### src/rtl/page_mapper_pkg.sv
// Package: shared sizes and the readback source encoding for the page mapper.
// Assumes: a single clock domain; all consumers use these defaults unless overridden.
package page_mapper_pkg;
    localparam int unsigned CPU_AW_DEF = 16;
    localparam int unsigned IDX_W_DEF  = 4;
    localparam int unsigned PAGE_W_DEF = 12;

    typedef enum logic [1:0] {
        RD_NONE = 2'd0,
        RD_PAGE = 2'd1,
        RD_CTL  = 2'd2
    } rd_src_e;
endpackage

### src/rtl/page_mapper_file.sv
// Module: page_mapper_file
// Holds the page registers and stores one entry per write strobe.
// Assumes: wr_en is already qualified by chip select and write strobe;
// reset is synchronous, active low, and clears every entry.
module page_mapper_file #(
    parameter int unsigned IDX_W  = 4,
    parameter int unsigned PAGE_W = 12,
    localparam int unsigned N_PG  = 1 << IDX_W
) (
    input  logic                          clk,
    input  logic                          rst_n,
    input  logic                          wr_en,
    input  logic [IDX_W-1:0]              wr_idx,
    input  logic [PAGE_W-1:0]             wr_data,
    output logic [N_PG-1:0][PAGE_W-1:0]   table_q
);
    logic [N_PG-1:0] hit;

    // Purpose: one-hot write decode of the target entry.
    always_comb begin
        hit = '0;
        if (wr_en) hit[wr_idx] = 1'b1;
    end

    for (genvar i = 0; i < N_PG; i++) begin : g_entry
        // Purpose: store one page register, cleared on reset.
        always_ff @(posedge clk) begin
            if (!rst_n)      table_q[i] <= '0;
            else if (hit[i]) table_q[i] <= wr_data;
        end

        // a write to this entry lands next edge.
        assert_entry_write_R3: assert property (@(posedge clk) disable iff (!rst_n)
            (wr_en && wr_idx == IDX_W'(i)) |=> table_q[i] == $past(wr_data));
        // untargeted entries hold.
        assert_entry_hold_R3: assert property (@(posedge clk) disable iff (!rst_n)
            !(wr_en && wr_idx == IDX_W'(i)) |=> $stable(table_q[i]));
    end
endmodule

### src/rtl/page_mapper_ctl.sv
// Module: page_mapper_ctl
// Global translation enable bit.
// Assumes: wr_en is qualified by the enable chip select and write strobe.
module page_mapper_ctl (
    input  logic clk,
    input  logic rst_n,
    input  logic wr_en,
    input  logic wr_bit,
    output logic en_q
);
    // Purpose: hold the translation enable; reset turns translation off.
    always_ff @(posedge clk) begin
        if (!rst_n)     en_q <= 1'b0;
        else if (wr_en) en_q <= wr_bit;
    end

    // enable follows data bit 0 after a write.
    assert_en_write_R4: assert property (@(posedge clk) disable iff (!rst_n)
        wr_en |=> en_q == $past(wr_bit));
    // enable is off on the first cycle after reset.
    assert_en_reset_R1: assert property (@(posedge clk) disable iff (!rst_n)
        $rose(rst_n) |-> !en_q);
endmodule

### src/rtl/page_mapper_xlate.sv
// Module: page_mapper_xlate
// Combinational translation of a CPU address to a physical address.
// Assumes: table and enable come from registers; no pipeline stage is added.
module page_mapper_xlate #(
    parameter int unsigned CPU_AW = 16,
    parameter int unsigned IDX_W  = 4,
    parameter int unsigned PAGE_W = 12,
    localparam int unsigned N_PG  = 1 << IDX_W,
    localparam int unsigned OFF_W = CPU_AW - IDX_W,
    localparam int unsigned PHY_W = PAGE_W + OFF_W
) (
    input  logic [CPU_AW-1:0]             cpu_addr,
    input  logic                          en,
    input  logic [N_PG-1:0][PAGE_W-1:0]   table_q,
    output logic [PAGE_W-1:0]             page_out,
    output logic [PHY_W-1:0]              phys_addr
);
    logic [IDX_W-1:0] vpn;
    logic [OFF_W-1:0] off;

    // Purpose: split CPU address into page field and offset.
    always_comb begin
        vpn = cpu_addr[CPU_AW-1:OFF_W];
        off = cpu_addr[OFF_W-1:0];
    end

    // Purpose: pick mapped page or identity page, then join with offset.
    always_comb begin
        if (en) page_out = table_q[vpn];
        else    page_out = {{(PAGE_W-IDX_W){1'b0}}, vpn};
        phys_addr = {page_out, off};
    end
endmodule

### src/rtl/page_mapper_rd.sv
// Module: page_mapper_rd
// Readback multiplexer for page registers and the enable bit.
// Assumes: reads happen when wr_n is high; page read wins over enable read.
module page_mapper_rd
    import page_mapper_pkg::*;
#(
    parameter int unsigned IDX_W  = 4,
    parameter int unsigned PAGE_W = 12,
    localparam int unsigned N_PG  = 1 << IDX_W
) (
    input  logic                          map_cs,
    input  logic                          ctl_cs,
    input  logic                          wr_n,
    input  logic [IDX_W-1:0]              reg_idx,
    input  logic [N_PG-1:0][PAGE_W-1:0]   table_q,
    input  logic                          en,
    output logic [PAGE_W-1:0]             rdata
);
    rd_src_e src;

    // Purpose: choose readback source by chip select priority.
    always_comb begin
        if (!wr_n)       src = RD_NONE;
        else if (map_cs) src = RD_PAGE;
        else if (ctl_cs) src = RD_CTL;
        else             src = RD_NONE;
    end

    // Purpose: drive readback data for the chosen source.
    always_comb begin
        unique case (src)
            RD_PAGE: rdata = table_q[reg_idx];
            RD_CTL:  rdata = {{(PAGE_W-1){1'b0}}, en};
            default: rdata = '0;
        endcase
    end
endmodule

### src/rtl/page_mapper.sv
// Module: page_mapper (top)
// 16-entry page mapper: 16-bit CPU address to 24-bit physical address with a
// global translation enable. Assumes synchronous active-low reset, one clock.
module page_mapper
    import page_mapper_pkg::*;
#(
    parameter int unsigned CPU_AW = CPU_AW_DEF,
    parameter int unsigned IDX_W  = IDX_W_DEF,
    parameter int unsigned PAGE_W = PAGE_W_DEF,
    localparam int unsigned N_PG  = 1 << IDX_W,
    localparam int unsigned OFF_W = CPU_AW - IDX_W,
    localparam int unsigned PHY_W = PAGE_W + OFF_W
) (
    input  logic              clk,
    input  logic              rst_n,
    input  logic              map_cs,
    input  logic              ctl_cs,
    input  logic              wr_n,
    input  logic [IDX_W-1:0]  reg_idx,
    input  logic [PAGE_W-1:0] wdata,
    output logic [PAGE_W-1:0] rdata,
    input  logic [CPU_AW-1:0] cpu_addr,
    output logic [PAGE_W-1:0] page_out,
    output logic [PHY_W-1:0]  phys_addr
);
    logic [N_PG-1:0][PAGE_W-1:0] table_q;
    logic                        en_q;
    logic                        pg_we;
    logic                        ctl_we;

    // Purpose: qualify write strobes per chip select (both may fire together).
    always_comb begin
        pg_we  = map_cs && !wr_n;
        ctl_we = ctl_cs && !wr_n;
    end

    page_mapper_file #(.IDX_W(IDX_W), .PAGE_W(PAGE_W)) u_file (
        .clk(clk), .rst_n(rst_n), .wr_en(pg_we), .wr_idx(reg_idx),
        .wr_data(wdata), .table_q(table_q)
    );

    page_mapper_ctl u_ctl (
        .clk(clk), .rst_n(rst_n), .wr_en(ctl_we), .wr_bit(wdata[0]), .en_q(en_q)
    );

    page_mapper_xlate #(.CPU_AW(CPU_AW), .IDX_W(IDX_W), .PAGE_W(PAGE_W)) u_xlate (
        .cpu_addr(cpu_addr), .en(en_q), .table_q(table_q),
        .page_out(page_out), .phys_addr(phys_addr)
    );

    page_mapper_rd #(.IDX_W(IDX_W), .PAGE_W(PAGE_W)) u_rd (
        .map_cs(map_cs), .ctl_cs(ctl_cs), .wr_n(wr_n), .reg_idx(reg_idx),
        .table_q(table_q), .en(en_q), .rdata(rdata)
    );

    // with translation off, physical address stays in the lowest 64 KiB.
    assert_bypass_low_R2: assert property (@(posedge clk) disable iff (!rst_n)
        !en_q |-> phys_addr[PHY_W-1:CPU_AW] == '0);
    // offset always passes straight through.
    assert_offset_pass_R2: assert property (@(posedge clk) disable iff (!rst_n)
        phys_addr[OFF_W-1:0] == cpu_addr[OFF_W-1:0]);
    // while translation stays off, mapping depends only on the CPU address.
    assert_off_hold_R6: assert property (@(posedge clk) disable iff (!rst_n)
        (!en_q && $stable(en_q) && $stable(cpu_addr)) |-> $stable(page_out));
    // no readback without a read chip select.
    assert_rd_idle_R10: assert property (@(posedge clk) disable iff (!rst_n)
        (!(map_cs || ctl_cs) || !wr_n) |-> rdata == '0);
endmodule

### config.mk
export PLATFORM = sky130hd
export DESIGN_NAME = page_mapper
export DESIGN_NICKNAME = d
export VERILOG_FILES = /design/src/rtl/page_mapper_pkg.sv /design/src/rtl/page_mapper_file.sv /design/src/rtl/page_mapper_ctl.sv /design/src/rtl/page_mapper_xlate.sv /design/src/rtl/page_mapper_rd.sv /design/src/rtl/page_mapper.sv
export SDC_FILE = /design/constraint.sdc
export NUM_CORES = 1
export LEC_CHECK = 0
export ABC_AREA = 1
export ABC_CLOCK_PERIOD_IN_PS = 2220
export CAP_MARGIN = 20
export CORE_ASPECT_RATIO = 0.8
export CORE_MARGIN = 8
export CORE_UTILIZATION = 55
export CTS_CLUSTER_SIZE = 8
export DETAILED_ROUTE_END_ITERATION = 6
export DONT_BUFFER_PORTS = 1
export PLACE_DENSITY = 0.7
export SLEW_MARGIN = 20
export SYNTH_ARGS = -nofsm -noshare
export SYNTH_HDL_FRONTEND = slang
export SYNTH_SLANG_ARGS = --single-unit
### constraint.sdc
create_clock -name clk -period 2.22 [get_ports clk]
set_clock_uncertainty 0.05 [all_clocks]
set_input_delay 0.333 -clock clk [delete_from_list [all_inputs] [get_ports clk]]
set_output_delay 0.333 -clock clk [all_outputs]
set_load 0.01 [all_outputs]
==> summary.md <==
### Detailed routing
- 16,700 um — met1 WL
- 1,650 — Iter 0 DRT Violations
- 21.3 um — routed wirelength normalized by instance count
- 6 — number of optimization iterations in the first detailed-route pass
- 0 — number of DRC violations after detailed routing
- 11,400 — DR vias
- met4 — highest metal used
- 5110 um — met3 wire length
- 6.06 — routed vias/inst
- 0 — Routed Antenna Nets
- 40,100 um — Detailed Route WL
- 16,900 um — routed length on met2

### Synthesis
- 1,705 — net count after synthesis
- simple AND/OR/NAND/NOR gates — main combinational cell family by area after synthesis
- 0 — yosys warns
- 0.239 — post-synthesis compound-gate area fraction
- 22 — post-synth cell types
- 0 — xor/xnor share of the synthesized area
- 193 — number of register bits inferred by synthesis
- 10,500 um^2 — cell area after synthesis
- 0 — Synth Area in Adders
- 6.30 um^2 — mean instance size in the synthesized netlist
- 1,668 — Cells after Synth
- 0.368 — post-synthesis sequential area ratio
- 0 — portion of netlist area occupied by mux cells
- 0.271 — post-synthesis simple-gate area fraction

### Floorplanning
- 140 um — vertical extent of the die
- 18,900 um^2 — area of the placeable core
- 85 — count of boundary I/O pins
- 171 um — die width
- 23,800 um^2 — die area
- 45 — cell row count
- 0.557 — effective utilization at floorplan

### Setup path
- 1.80 ns — Arrival @ worst endpoint
- flop to output port — critical path class
- flop — nature of the critical path startpoint
- 1.84 ns — data required time at the worst endpoint
- 3 — maximum net fanout on the critical path
- 1.34 ns — R2R Setup Slk
- output port — nature of the critical path endpoint

### Layout
- 8.30% — relative area change from synthesis to final layout
- 0.0703 — fraction of final layout cells with drive strength greater than 1
- 1,828 — Fillers
- 1,646 — final-stage net count
- 0.603 — final core utilization

### Clock network
- 2 — maximum root-to-sink buffer count
- clkbuf_16 — master cell of the clock root buffer
- 0 — number of buffers inserted by post-CTS setup repair
- 4 — CTS H-tree depth
- 193 — clk sinks
- 17 — clock buffers created by TritonCTS
- 0.45 ns — clock latency of the later-clocked register in the worst-skew pair
- 0.08 ns — clock edge transition at the registers on the reported setup and hold paths
- done — clock tree from TritonCTS

### STA
- 0 ns — Setup TNS
- no — RSZ-0062 raised after global routing
- 0.613 — relative slew slack
- 0 — Slew Limit Fails
- 0.985 — period utilization
- 0.579 ns — worst-margin pin slew
- 0 — final hold vios
- 2.19 ns — time the worst path needs with I/O delays and setup
- 0.457 GHz — maximum clock frequency
- 0 — # setup viols final

### Min path
- primary input to flop — classification of the worst-slack hold path

### Power
- 0.277 — net switching fraction of the power
- 5360 uW — cell internal pwr
- 0.476 — Flop pwr share
- 7410 uW — total power
- 0.099 — Comb pwr share
- 2050 uW — Sw Pwr
- 652 nW/um^2 — power per cell area
- 0.479 mV — IR drop worst, VDD
- 0.426 — clock group share of total power
- 0.00433 uW — Static Leakage

### Outcome
- finished, final reports clean — outcome

### GRT
- 10,200 — vias in the first global route
- 0 — initial antenna violation count
- 0 — global route overflow
- 60,700 um — global-route wire length before repair
- 0.330 — GRT Total Usage
- 130 — maximum number of pins on one net before global-route repair

### Placement
- 0.939 — weighted congestion reported at the end of routability-driven placement
- 25,300 um — dpl hpwl
- 0 — count of input and output buffers

### Job
- 0 — maxcap violations

metrics by stage:
stage,worst slack [ns],instances,instance area (um^2),hold slack [ns]
floorplan,0.293,1668,10500,0.386
global placement,0.217,1839,10700,0.402
detailed placement,0.187,1839,10700,0.406
CTS,0.0113,1880,11400,0.000264
global route,0.0214,1880,11400,0.00408
finish,0.0324,1881,11400,0.00273
kinds of logic (layout without fill, tap and decap cells):
logic type / after synthesis / count (layout)
DFF: 193 / 193
buffers and inverters: 292 / 246
AOI/OAI and AO/OA: 484 / 484
other: 0 / 1
and+or+nand+nor: 699 / 699
cells in the final DEF, fill, tap and decap left out, drive strengths merged:
master | netlist | routed
nor3 | 1 | 1
buf | 68 | 69
nand4 | 13 | 13
nand3 | 120 | 120
clkinvlp | 0 | 3
diode | 0 | 1
nor2 | 180 | 180
o211ai | 36 | 36
clkinv | 5 | 8
inv | 133 | 139
a21oi | 207 | 207
dlygate4sd3 | 0 | 7
bufinv | 0 | 1
nand2 | 384 | 384
nand3b | 1 | 1
o21ai | 241 | 241
dfxtp | 193 | 193
clkbuf | 86 | 19
cell type report:
| type | instances | area (um^2) | share of cell area |
|---|---|---|---|
| Sequential cell | 193 | 3860 | 0.340 |
| Antenna cell | 1 | 2.50 | 0.000220 |
| Clock buffer | 19 | 443 | 0.0389 |
| Tap cell | 258 | 323 | 0.0284 |
| Inverter | 138 | 518 | 0.0455 |
| Multi-Input combinational cell | 1183 | 5370 | 0.472 |
| Clock inverter | 13 | 146 | 0.0129 |
| Timing Repair Buffer | 76 | 708 | 0.0622 |
sequential cells by signal, summed over array words and instances, names as in the netlist:
signal          flops
u_ctl.en_q          1
u_file.table_q    192
worst paths after layout:
kind / cells past startpoint / end / start
max: 7 / page_out[9] / u_file.table_q[21]
max reg2reg: 3 / u_ctl.en_q / u_ctl.en_q
min reg2reg: 2 / u_file.table_q[34] / u_file.table_q[34]
min: 2 / u_file.table_q[71] / rst_n
cell usage after synthesis (all sizes together):
cell type | instances | share of area
nor2 | 180 | 0.066
o211ai | 36 | 0.026
clkinv | 5 | 0.0018
inv | 133 | 0.048
clkbuf | 86 | 0.031
o21ai | 241 | 0.11
nand3 | 120 | 0.057
a21oi | 207 | 0.099
nand4 | 13 | 0.0077
dfxtp | 193 | 0.37
nand2 | 384 | 0.14
buf | 68 | 0.042
nand3b | 1 | 0.00071
nor3 | 1 | 0.0015
power groups by stage:
stage                     logic [uW]  registers, uW  clock network (uW)
after floorplan                  573           3600                   0
after CTS                        709           3520                3140
after detailed placement         643           3610                   0
after global routing             785           3530                3280
after global placement           636           3600                   0
final                            733           3530                3160
per-layer routing:
metal,vias up,global-route usage
li1,5318,-
met3,112,0.0806
met2,770,0.475
met1,5203,0.462
met4,0,0.137
met5,-,0
repair_timing:
item	in CTS	in global routing
pin swaps	0	0
resized for setup	1	1
hold buffers	9	0
endpoints found under the hold margin	118	0
setup endpoints to repair	2	4
critical path: stages, from the launching register on:
cell     delay [ns]
dfxtp_1        0.31
inv_1          0.09
a21oi_1        0.15
o21ai_0        0.09
nand3_1        0.07
nand3_1        0.11
a21oi_1        0.32
buf_4          0.21
Note: power is estimated with default switching activity, not from simulation.
